### src/rtl/rng_buf_pkg.sv
package rng_buf_pkg;

    localparam int ADDR_W    = 8;
    localparam int REG_W     = 32;
    localparam int NUM_WORDS = 4;
    localparam int CNT_W     = 16;
    localparam int LOW_W     = 8;

    localparam logic [ADDR_W-1:0] STAT_OFF = 8'h10;
    localparam logic [ADDR_W-1:0] CTRL_OFF = 8'h14;
    localparam logic [ADDR_W-1:0] CFG_OFF  = 8'h18;

    localparam int EN_BIT    = 10;
    localparam int TEST_BIT  = 8;
    localparam int UPPER_LSB = 16;

    typedef struct packed {
        logic       enable;
        logic [7:1] mask;
    } ctrl_view_t;

    typedef struct packed {
        logic [CNT_W-1:0] upper;
        logic [LOW_W-1:0] lower;
    } refill_cfg_t;

    function automatic ctrl_view_t decode_ctrl(input logic [REG_W-1:0] raw);
        ctrl_view_t v;
        v.enable = raw[EN_BIT];
        v.mask   = raw[7:1];
        return v;
    endfunction

    function automatic refill_cfg_t decode_cfg(input logic [REG_W-1:0] raw);
        refill_cfg_t c;
        c.upper = raw[UPPER_LSB +: CNT_W];
        c.lower = raw[LOW_W-1:0];
        return c;
    endfunction

    function automatic logic [CNT_W-1:0] refill_threshold(input refill_cfg_t c);
        logic [CNT_W-1:0] low_ext;
        low_ext = CNT_W'(c.lower);
        return (low_ext < c.upper) ? low_ext : c.upper;
    endfunction

endpackage

### src/rtl/rng_pool_collector.sv
module rng_pool_collector #(
    parameter int WORD_W    = 32,
    parameter int NUM_WORDS = 4,
    parameter int CNT_W     = 16
) (
    input  logic                        clk,
    input  logic                        rst,
    input  logic                        en_i,
    input  logic                        ack_i,
    input  logic                        sample_bit_i,
    input  logic                        sample_valid_i,
    input  logic [CNT_W-1:0]            thr_i,
    output logic                        ready_o,
    output logic [WORD_W*NUM_WORDS-1:0] pool_o
);
    localparam int POOL_W    = WORD_W * NUM_WORDS;
    localparam int BIT_CNT_W = $clog2(POOL_W + 1);
    localparam logic [BIT_CNT_W-1:0] FULL_CNT = BIT_CNT_W'(POOL_W);
    localparam logic [CNT_W-1:0]     CYC_SAT  = {CNT_W{1'b1}};

    logic [POOL_W-1:0]    stage_q;
    logic [BIT_CNT_W-1:0] bits_q;
    logic [CNT_W-1:0]     cyc_q;
    logic                 ready_q;
    logic                 collecting;
    logic                 bits_full;
    logic                 cyc_met;
    logic                 restart;
    logic                 load;

    assign collecting = en_i && !ready_q;
    assign bits_full  = (bits_q == FULL_CNT);
    assign cyc_met    = (cyc_q >= thr_i);
    assign restart    = !en_i || (ack_i && ready_q);
    assign load       = collecting && bits_full && cyc_met;

    always_ff @(posedge clk) begin
        if (rst) begin
            stage_q <= '0;
            bits_q  <= '0;
            cyc_q   <= '0;
            ready_q <= 1'b0;
        end else if (restart) begin
            bits_q  <= '0;
            cyc_q   <= '0;
            ready_q <= 1'b0;
        end else if (load) begin
            ready_q <= 1'b1;
        end else if (collecting) begin
            if (cyc_q != CYC_SAT) begin
                cyc_q <= cyc_q + 1'b1;
            end
            if (sample_valid_i) begin
                stage_q <= {stage_q[POOL_W-2:0], sample_bit_i};
                if (!bits_full) begin
                    bits_q <= bits_q + 1'b1;
                end
            end
        end
    end

    for (genvar k = 0; k < NUM_WORDS; k++) begin : g_word
        logic [WORD_W-1:0] word_q;
        always_ff @(posedge clk) begin
            if (rst) begin
                word_q <= '0;
            end else if (load) begin
                word_q <= stage_q[k*WORD_W +: WORD_W];
            end
        end
        assign pool_o[k*WORD_W +: WORD_W] = word_q;
    end

    assign ready_o = ready_q;

    // ready only appears once the whole pool has been refreshed
    a_r3_full_pool: assert property (@(posedge clk) disable iff (rst)
        $rose(ready_q) |-> ($past(bits_q) == FULL_CNT));

    // ready never appears before the threshold count
    a_r4_min_cycles: assert property (@(posedge clk) disable iff (rst)
        $rose(ready_q) |-> ($past(cyc_q) >= $past(thr_i)));

    // published words move only when ready rises
    a_r6_words_hold: assert property (@(posedge clk) disable iff (rst)
        !$stable(pool_o) |-> $rose(ready_q));

    // acknowledge drops ready on the next edge
    a_r7_ack_clears: assert property (@(posedge clk) disable iff (rst)
        (ack_i && ready_q) |=> !ready_q);

    // disabled block never shows ready
    a_r8_disable_drops: assert property (@(posedge clk) disable iff (rst)
        !en_i |=> !ready_q);

endmodule

### src/rtl/rng_alarm_status.sv
module rng_alarm_status (
    input  logic       clk,
    input  logic       rst,
    input  logic [7:1] pulse_i,
    input  logic [7:1] clr_i,
    input  logic [7:1] mask_i,
    output logic [7:1] flags_o,
    output logic       irq_o
);
    logic [7:1] flags_q;

    always_ff @(posedge clk) begin
        if (rst) begin
            flags_q <= '0;
        end else begin
            flags_q <= (flags_q & ~clr_i) | pulse_i;
        end
    end

    assign flags_o = flags_q;
    assign irq_o   = |(flags_q & mask_i);

    // every pulse leaves its flag set, even against a clearing write
    a_r9_pulse_sets: assert property (@(posedge clk) disable iff (rst)
        (|pulse_i) |=> ((flags_q & $past(pulse_i)) == $past(pulse_i)));

    // a clearing write with no pulse empties the chosen flags
    a_r9_clear_works: assert property (@(posedge clk) disable iff (rst)
        ((|clr_i) && !(|pulse_i)) |=> ((flags_q & $past(clr_i)) == '0));

    // interrupt needs a raised flag
    a_r10_irq_source: assert property (@(posedge clk) disable iff (rst)
        irq_o |-> (|flags_q));

endmodule

### src/rtl/rng_word_buffer.sv
module rng_word_buffer
    import rng_buf_pkg::*;
(
    input  logic              clk,
    input  logic              rst,
    input  logic [ADDR_W-1:0] bus_addr,
    input  logic              bus_wr,
    input  logic [REG_W-1:0]  bus_wdata,
    output logic [REG_W-1:0]  bus_rdata,
    input  logic              ent_bit,
    input  logic              ent_valid,
    input  logic [7:1]        alarm_pulse,
    output logic              irq
);
    localparam int POOL_W = REG_W * NUM_WORDS;

    logic [REG_W-1:0]  ctrl_q;
    logic [REG_W-1:0]  cfg_q;
    ctrl_view_t        ctrl_v;
    refill_cfg_t       cfg_v;
    logic [CNT_W-1:0]  thr;
    logic              wr_stat;
    logic              ack;
    logic [7:1]        alarm_clr;
    logic              ready;
    logic [7:1]        flags;
    logic [POOL_W-1:0] pool;

    always_ff @(posedge clk) begin
        if (rst) begin
            ctrl_q <= '0;
            cfg_q  <= '0;
        end else if (bus_wr) begin
            if (bus_addr == CTRL_OFF) ctrl_q <= bus_wdata;
            if (bus_addr == CFG_OFF)  cfg_q  <= bus_wdata;
        end
    end

    assign ctrl_v    = decode_ctrl(ctrl_q);
    assign cfg_v     = decode_cfg(cfg_q);
    assign thr       = refill_threshold(cfg_v);
    assign wr_stat   = bus_wr && (bus_addr == STAT_OFF);
    assign ack       = wr_stat && bus_wdata[0];
    assign alarm_clr = wr_stat ? bus_wdata[7:1] : '0;

    rng_pool_collector #(
        .WORD_W   (REG_W),
        .NUM_WORDS(NUM_WORDS),
        .CNT_W    (CNT_W)
    ) collector_i (
        .clk           (clk),
        .rst           (rst),
        .en_i          (ctrl_v.enable),
        .ack_i         (ack),
        .sample_bit_i  (ent_bit),
        .sample_valid_i(ent_valid),
        .thr_i         (thr),
        .ready_o       (ready),
        .pool_o        (pool)
    );

    rng_alarm_status alarm_i (
        .clk    (clk),
        .rst    (rst),
        .pulse_i(alarm_pulse),
        .clr_i  (alarm_clr),
        .mask_i (ctrl_v.mask),
        .flags_o(flags),
        .irq_o  (irq)
    );

    always_comb begin
        bus_rdata = '0;
        for (int k = 0; k < NUM_WORDS; k++) begin
            if (bus_addr == ADDR_W'(k * 4)) begin
                bus_rdata = pool[k*REG_W +: REG_W];
            end
        end
        if (bus_addr == STAT_OFF) bus_rdata = {{(REG_W-8){1'b0}}, flags, ready};
        if (bus_addr == CTRL_OFF) bus_rdata = ctrl_q;
        if (bus_addr == CFG_OFF)  bus_rdata = cfg_q;
    end

    // outputs quiet in the cycle after reset
    a_r1_reset_quiet: assert property (@(posedge clk)
        rst |=> (!irq && !ready));

    // masked-off alarms never drive the interrupt line
    a_r10_masked_off: assert property (@(posedge clk) disable iff (rst)
        (ctrl_v.mask == '0) |-> !irq);

endmodule

### config.mk
export PLATFORM = sky130hd
export DESIGN_NAME = rng_word_buffer
export DESIGN_NICKNAME = d
export VERILOG_FILES = /design/src/rtl/rng_buf_pkg.sv /design/src/rtl/rng_pool_collector.sv /design/src/rtl/rng_alarm_status.sv /design/src/rtl/rng_word_buffer.sv
export SDC_FILE = /design/constraint.sdc
export NUM_CORES = 1
export LEC_CHECK = 0
export BUFFER_PORTS_ARGS = -buffer_cell sky130_fd_sc_hd__buf_4
export CORE_ASPECT_RATIO = 0.75
export CORE_MARGIN = 2
export CORE_UTILIZATION = 52
export CTS_BUF_LIST = sky130_fd_sc_hd__clkbuf_16
export DETAILED_ROUTE_END_ITERATION = 8
export HOLD_SLACK_MARGIN = 0.05
export PLACE_DENSITY_LB_ADDON = 0.2
export SLEW_MARGIN = 20
export SYNTH_ARGS = -nofsm -noshare
export SYNTH_HDL_FRONTEND = slang
export SYNTH_SLANG_ARGS = --single-unit
### constraint.sdc
create_clock -name clk -period 4.1 [get_ports clk]
set_input_delay 0.615 -clock clk [delete_from_list [all_inputs] [get_ports clk]]
set_output_delay 0.615 -clock clk [all_outputs]
set_load 0.03 [all_outputs]
# Yosys cells after proc, flatten, opt, wreduce, memory -nomap -nowiden
# Cells that the tools add are included.
[totals] out_inout_bits=33 memories=0 inputBits=52 rom_bits=0 latchBits=0 elab_cells=56 reg_bits=352 ramBits=0
[op_classes] eq_ne=8 addsub=2 bitwise=7 mul=0 n_shift=0 mux=9 n_lt_le_gt_ge=2 div=0 reduce_logical=17
[op_table] op="32-bit 2-to-1 mux" count=7
[op_table] op="8-bit by 5-bit equality test with 1-bit output (second input constant)" count=3
[op_table] op="16-bit by 1-bit adder with 16-bit output (second input constant)" count=1
[op_table] op="8-bit by 4-bit equality test with 1-bit output (second input constant)" count=2
[op_table] op="16-bit >= comparator" count=1
[op_table] op="8-bit by 16-bit less-than comparator with 1-bit output" count=1
[op_table] op="16-bit 2-to-1 mux" count=1
[op_table] op="16-bit != test (second input constant)" count=1
[op_table] op="7-bit AND" count=2
[op_table] op="8-bit by 1-bit adder with 8-bit output (second input constant)" count=1
[op_table] op="8-bit by 3-bit equality test with 1-bit output (second input constant)" count=1
[op_table] op="8-bit equality test (second input constant)" count=1
[op_table] op="8-bit logical NOT" count=1
[op_table] op="4-bit AND reduction" count=2
[op_table] op="7-bit 2-to-1 mux" count=1
[op_table] op="7-bit NOT" count=1
[op_table] op="7-bit bitwise OR" count=1
[op_table] op="7-bit OR reduction" count=1
[op_table] op="1-bit logical AND" count=6
[op_table] op="2-bit AND reduction" count=2
[op_table] op="1-bit NOT" count=3
[op_table] op="3-bit AND reduction" count=1
[op_table] op="1-bit logical NOT" count=2
[op_table] op="2-bit OR reduction" count=1
[op_table] op="1-bit logical OR" count=1

# Longest topological paths before layout
[logic_depth] depth_word=8 mapped_depth=17 ltp_nobuf=14

# Modules after synthesis
# A second synthesis with hierarchy kept.
[unflattened] hier_cells=1788 area_unflattened_um2=15539.9
[modules_own_cells] mod="rng_pool_collector" seq_area_each_um2=5625.4 cells_each=1180 area_each_um2=10931.7 n_inst=1
[modules_own_cells] mod="rng_word_buffer" seq_area_each_um2=1281.2 cells_each=576 area_each_um2=4332.9 n_inst=1
[modules_own_cells] mod="rng_alarm_status" seq_area_each_um2=140.1 cells_each=32 area_each_um2=275.3 n_inst=1

# Least setup slack after synthesis
# OpenSTA, ideal clock, no wires.
[synth_path] path_kind="register -> register" start="register cfg_q[22]" end="register collector_i.cyc_q[5]" arrival_ns=3.664 n_path_buf=1 stages_incl_launch_ff=15 path_slack_ns=0.366 cell_sequence="dfxtp_1 inv_1 ha_1 and3_1 a211oi_1 nand4b_1 nand3_1 ha_1 nand2b_1 a2111o_1 a32oi_2 a21oi_2 buf_2 or4_1 a21oi_1"
[synth_between] elab_chain_len=6
[synth_lines] item="start: declaration" line_no="rng_word_buffer.sv:18" source="logic [REG_W-1:0] cfg_q;"
[synth_lines] item="start signal: assignment" line_no="rng_word_buffer.sv:35" source="if (bus_addr == CFG_OFF) cfg_q <= bus_wdata;"
[synth_lines] item="8-bit by 16-bit less-than comparator with 1-bit output" line_no="rng_buf_pkg.sv:44" source="return (low_ext < c.upper) ? low_ext : c.upper;"
[synth_lines] item="16-bit 2-to-1 mux (*)" line_no="rng_buf_pkg.sv:44"
[synth_lines] item="16-bit >= comparator (*)" line_no="rng_pool_collector.sv:33" source="assign cyc_met = (cyc_q >= thr_i);"
[synth_lines] item="1-bit logical AND (*)" line_no="rng_pool_collector.sv:35" source="assign load = collecting && bits_full && cyc_met;"
[synth_lines] item="1-bit NOT (no source line) (*)"
[synth_lines] item="3-bit AND reduction (no source line) (*)"
[synth_lines] item="end signal: assignment" line_no="rng_pool_collector.sv:51" source="cyc_q <= cyc_q + 1'b1;"
[synth_lines] item="end: declaration" line_no="rng_pool_collector.sv:23" source="logic [CNT_W-1:0] cyc_q;"
# Mark *: on every way between the ends. The rest lies on a longest branch, timed or not.
# A chain may end at the register's enable or synchronous reset.

# Final worst setup path
[layout_path] start="register cfg_q[20]" end="register collector_i.stage_q[118]"
[layout_between] elab_chain_len=6
[layout_lines] item="8-bit by 16-bit less-than comparator with 1-bit output" line_no="rng_buf_pkg.sv:44"
[layout_lines] item="16-bit 2-to-1 mux (*)" line_no="rng_buf_pkg.sv:44"
[layout_lines] item="16-bit >= comparator (*)" line_no="rng_pool_collector.sv:33"
[layout_lines] item="1-bit logical AND (*)" line_no="rng_pool_collector.sv:35"
[layout_lines] item="1-bit NOT (no source line) (*)"
[layout_lines] item="4-bit AND reduction (no source line) (*)"
[layout_lines] item="end signal: assignment" line_no="rng_pool_collector.sv:54" source="stage_q <= {stage_q[POOL_W-2:0], sample_bit_i};"
[layout_lines] item="end: declaration" line_no="rng_pool_collector.sv:21" source="logic [POOL_W-1:0] stage_q;"
# Marked as above.

==> impl_metrics.tcl <==
set metrics [dict create \
    status "completed" \
    setup.worst_path.start_class "flip-flop" \
    timing.max_cap.violations 0 \
    avgRoutedWirePerCell_um 18.1 \
    die_area_um2 29900 \
    detail_route.iter0.violations 1101 \
    ios 85 \
    cts.sink_count 352 \
    antenna_found_initial 0 \
    ys_warn_count 0 \
    syn_inst 1803 \
    dieWidth_um 199 \
    sw_frac_of_total_pct 21.8 \
    p_comb_share_pct 2.2 \
    wire_length_of_the_first_global_routing_pass_mm 64.9 \
    final_std_cell_area_no_fill_um2 17300 \
    ys_types 51 \
    place_ws_ns 0.225 \
    tritoncts "done" \
    final-instance-count-excl-fill 2279 \
    criticalPathCategory "flip-flop to flip-flop" \
    syn_area_um2 14800 \
    grt_max_degree 145 \
    postSynthRegisterBits 352 \
    path_clk_slew_ns 0.06 \
    power.leakage_nw 7.03 \
    final.setup.worst_slack_ns 0.171 \
    hold_violations_final 0 \
    setup_viol 0 \
    tritoncts.num_buffers 36 \
    rsz0062_at_grt "true" \
    timing.final.crit_share_pct 95.8 \
    max_freq_ghz 0.254 \
    synth.yosys.seq_area_share_pct 47.5 \
    p_per_area_nw_per_um2 397 \
    place_congestion 0.891 \
    maxSlewViolCount 0 \
    route.final.wire_length_mm 41.2 \
    globalRouteTotalUtil_pct 27.7 \
    cts-hold-fix-buffers 0 \
    dominantRegCellSynth "dfxtp_1" \
    drt_pass1_iterations 6 \
    most-common-layout-cells "nand2_1 (446), dfxtp_1 (352), a21oi_1 (244), nor2_1 (191), mux2i_1 (139)" \
    layout-drive-gt1-share_pct 11.5 \
    worstHoldPathType "primary input to flip-flop" \
    cts-root-buf "clkbuf_16" \
    post-layout-total-power_mw 6.88 \
    worstPathArrival_ns 4.33 \
    detailedPlacementHpwl_mm 27.8 \
    max-slew-margin-rel_pct 35.2 \
    floorplan.initialDensity_pct 52.9 \
    port_buf_inserts 84 \
    power.net_switching_mw 1.50 \
    pwr-share-seq_pct 49.8 \
    sort_of_element_at_the_end_of_the_critical_path "flip-flop" \
    cts-root-to-sink-buffers 3 \
    die_height_um 150 \
    worst-slew-pin-transition_ns 0.972 \
    drc 0 \
    avg_inst_size_synth_um2 8.23 \
    synth-async-reset-ratio_pct 0 \
    internal_power_mw 5.38 \
    period_minus_slack_ns 3.93 \
    first_global_vias 11900 \
    post_dp_cell_area_um2 16100 \
    clock_power_share_pct 47.9 \
    worst_ir_drop_vdd_mv 0.281 \
    floorplan.core_area_um2 28100 \
    insertion_delay_ns 0.54 \
    drt.antenna.violating_nets 0 \
    detailroute.via_count 12800 \
    cts_htree_levels 2 \
    worst-path-max-fanout 22 \
    layout.cells.most_common "nand2_1" \
    num-nets-final 1946 \
    antenna-diode-count 0 \
    globalRoute.totalOverflow 0 \
    final.setup_skew_ns 0.0205 \
    fp-row-count 53 \
    worst-endpoint-required_ns 4.51 \
    avgViaCountPerCell 5.61 \
    placed_cells 2215 \
    synth_enable_flop_cells 0 \
    layout-area-overhead-vs-synth_pct 16.9 \
]
==> kinds of logic (layout without fill, tap and decap cells) <==
logic type,count (synthesis),count (layout),share of synthesized area (%)
AND/OR/NAND/NOR,760,760,21.2
AO/OA/AOI/OAI,372,372,15.0
flip-flops,352,352,47.5
buffers and inverters,146,230,4.32
multiplexers,139,139,9.38
adder cells (fa/ha/maj),26,26,2.19
XOR/XNOR,7,7,0.413
other,1,8,0.0253
==> worst paths after layout <==
kind | start | end | slack [ns] | cells past startpoint
worst min register to register | collector_i.g_word[2].word_q[30] | collector_i.g_word[2].word_q[30] | 0.45 | 2
worst max register to register | cfg_q[20] | collector_i.stage_q[118] | 0.17 | 16
worst min-delay path | alarm_pulse[5] | alarm_i.flags_o[5] | 0.28 | 3
worst max-delay path | cfg_q[20] | collector_i.stage_q[118] | 0.17 | 16
==> registers in the layout (all words and copies together), names as in the netlist <==
| name | cells |
|---|---|
| collector_i.g_word.word_q | 128 |
| collector_i.stage_q | 128 |
| cfg_q | 32 |
| ctrl_q | 32 |
| collector_i.cyc_q | 16 |
| collector_i.bits_q | 8 |
| alarm_i.flags_o | 7 |
| collector_i.ready_o | 1 |
==> cells in the mapped netlist, drive strengths merged, types with 15 or more instances <==
cell	count	area (µm²)
nand2	447	1680
dfxtp	352	7050
a21oi	245	1230
nor2	192	721
mux2i	139	1390
clkbuf	80	300
a22oi	56	420
buf	50	280
nand3	34	170
ha	26	325
a221oi	22	193
nor3	18	90.1
inv	16	60.1
nand2b	15	93.8
==> per-layer routing <==
layer / GRT usage [%] / routed length (µm)
met1: 39.3 / 19100
met2: 41.4 / 17600
met3: 7.30 / 3520
met4: 7.69 / 1020
met5: 0 / 0
==> through the flow <==
stage | hold WS, ns | util (%) | TNS, ns
final | 0.284 | 61.8 | 0
after global routing | 0.290 | 61.8 | -0.0613
after CTS | 0.272 | 61.7 | 0
after detailed placement | 0.443 | 57.5 | 0
after global placement | 0.438 | 57.5 | 0
after floorplan | 0.431 | - | 0
==> critical path, cell delays in order (launching register included) <==
cell and delay (ns):
dfxtp_1 0.44, inv_1 0.07, ha_1 0.28, and3_1 0.23
a211o_2 0.44, nor3_1 0.27, nor3_2 0.11, ha_1 0.31
nand4_1 0.11, nor4_1 0.27, a32oi_2 0.18, buf_4 0.19
a31oi_4 0.19, buf_12 0.22, buf_12 0.22, mux2i_1 0.23
nor2_1 0.06
==> power by group through the flow <==
stage	combinational, mW	sequential (mW)	clock, mW
5_1_grt	0.164	3.43	3.48
3_5_place_dp	0.151	3.51	0
2_1_floorplan	0.0736	3.50	0
3_3_place_gp	0.150	3.51	0
4_1_cts	0.152	3.43	3.35
6_report	0.153	3.43	3.30
==> what timing repair did <==
item / CTS / global route
hold endpoints to repair: 0 / 0
buffers inserted: 0 / 0
endpoints found under the setup margin: 0 / 91
gates resized for setup: 0 / 6
==> cell type report <==
cell class	count	area, µm²
Sequential cell	352	7050
Timing Repair Buffer	150	1310
Clock buffer	37	926
Inverter	16	60.1
Multi-Input combinational cell	1312	7260
Fill cell	2492	10700
Clock inverter	27	263
Tap cell	385	482
No activity file was read; power rests on OpenSTA's default activity.
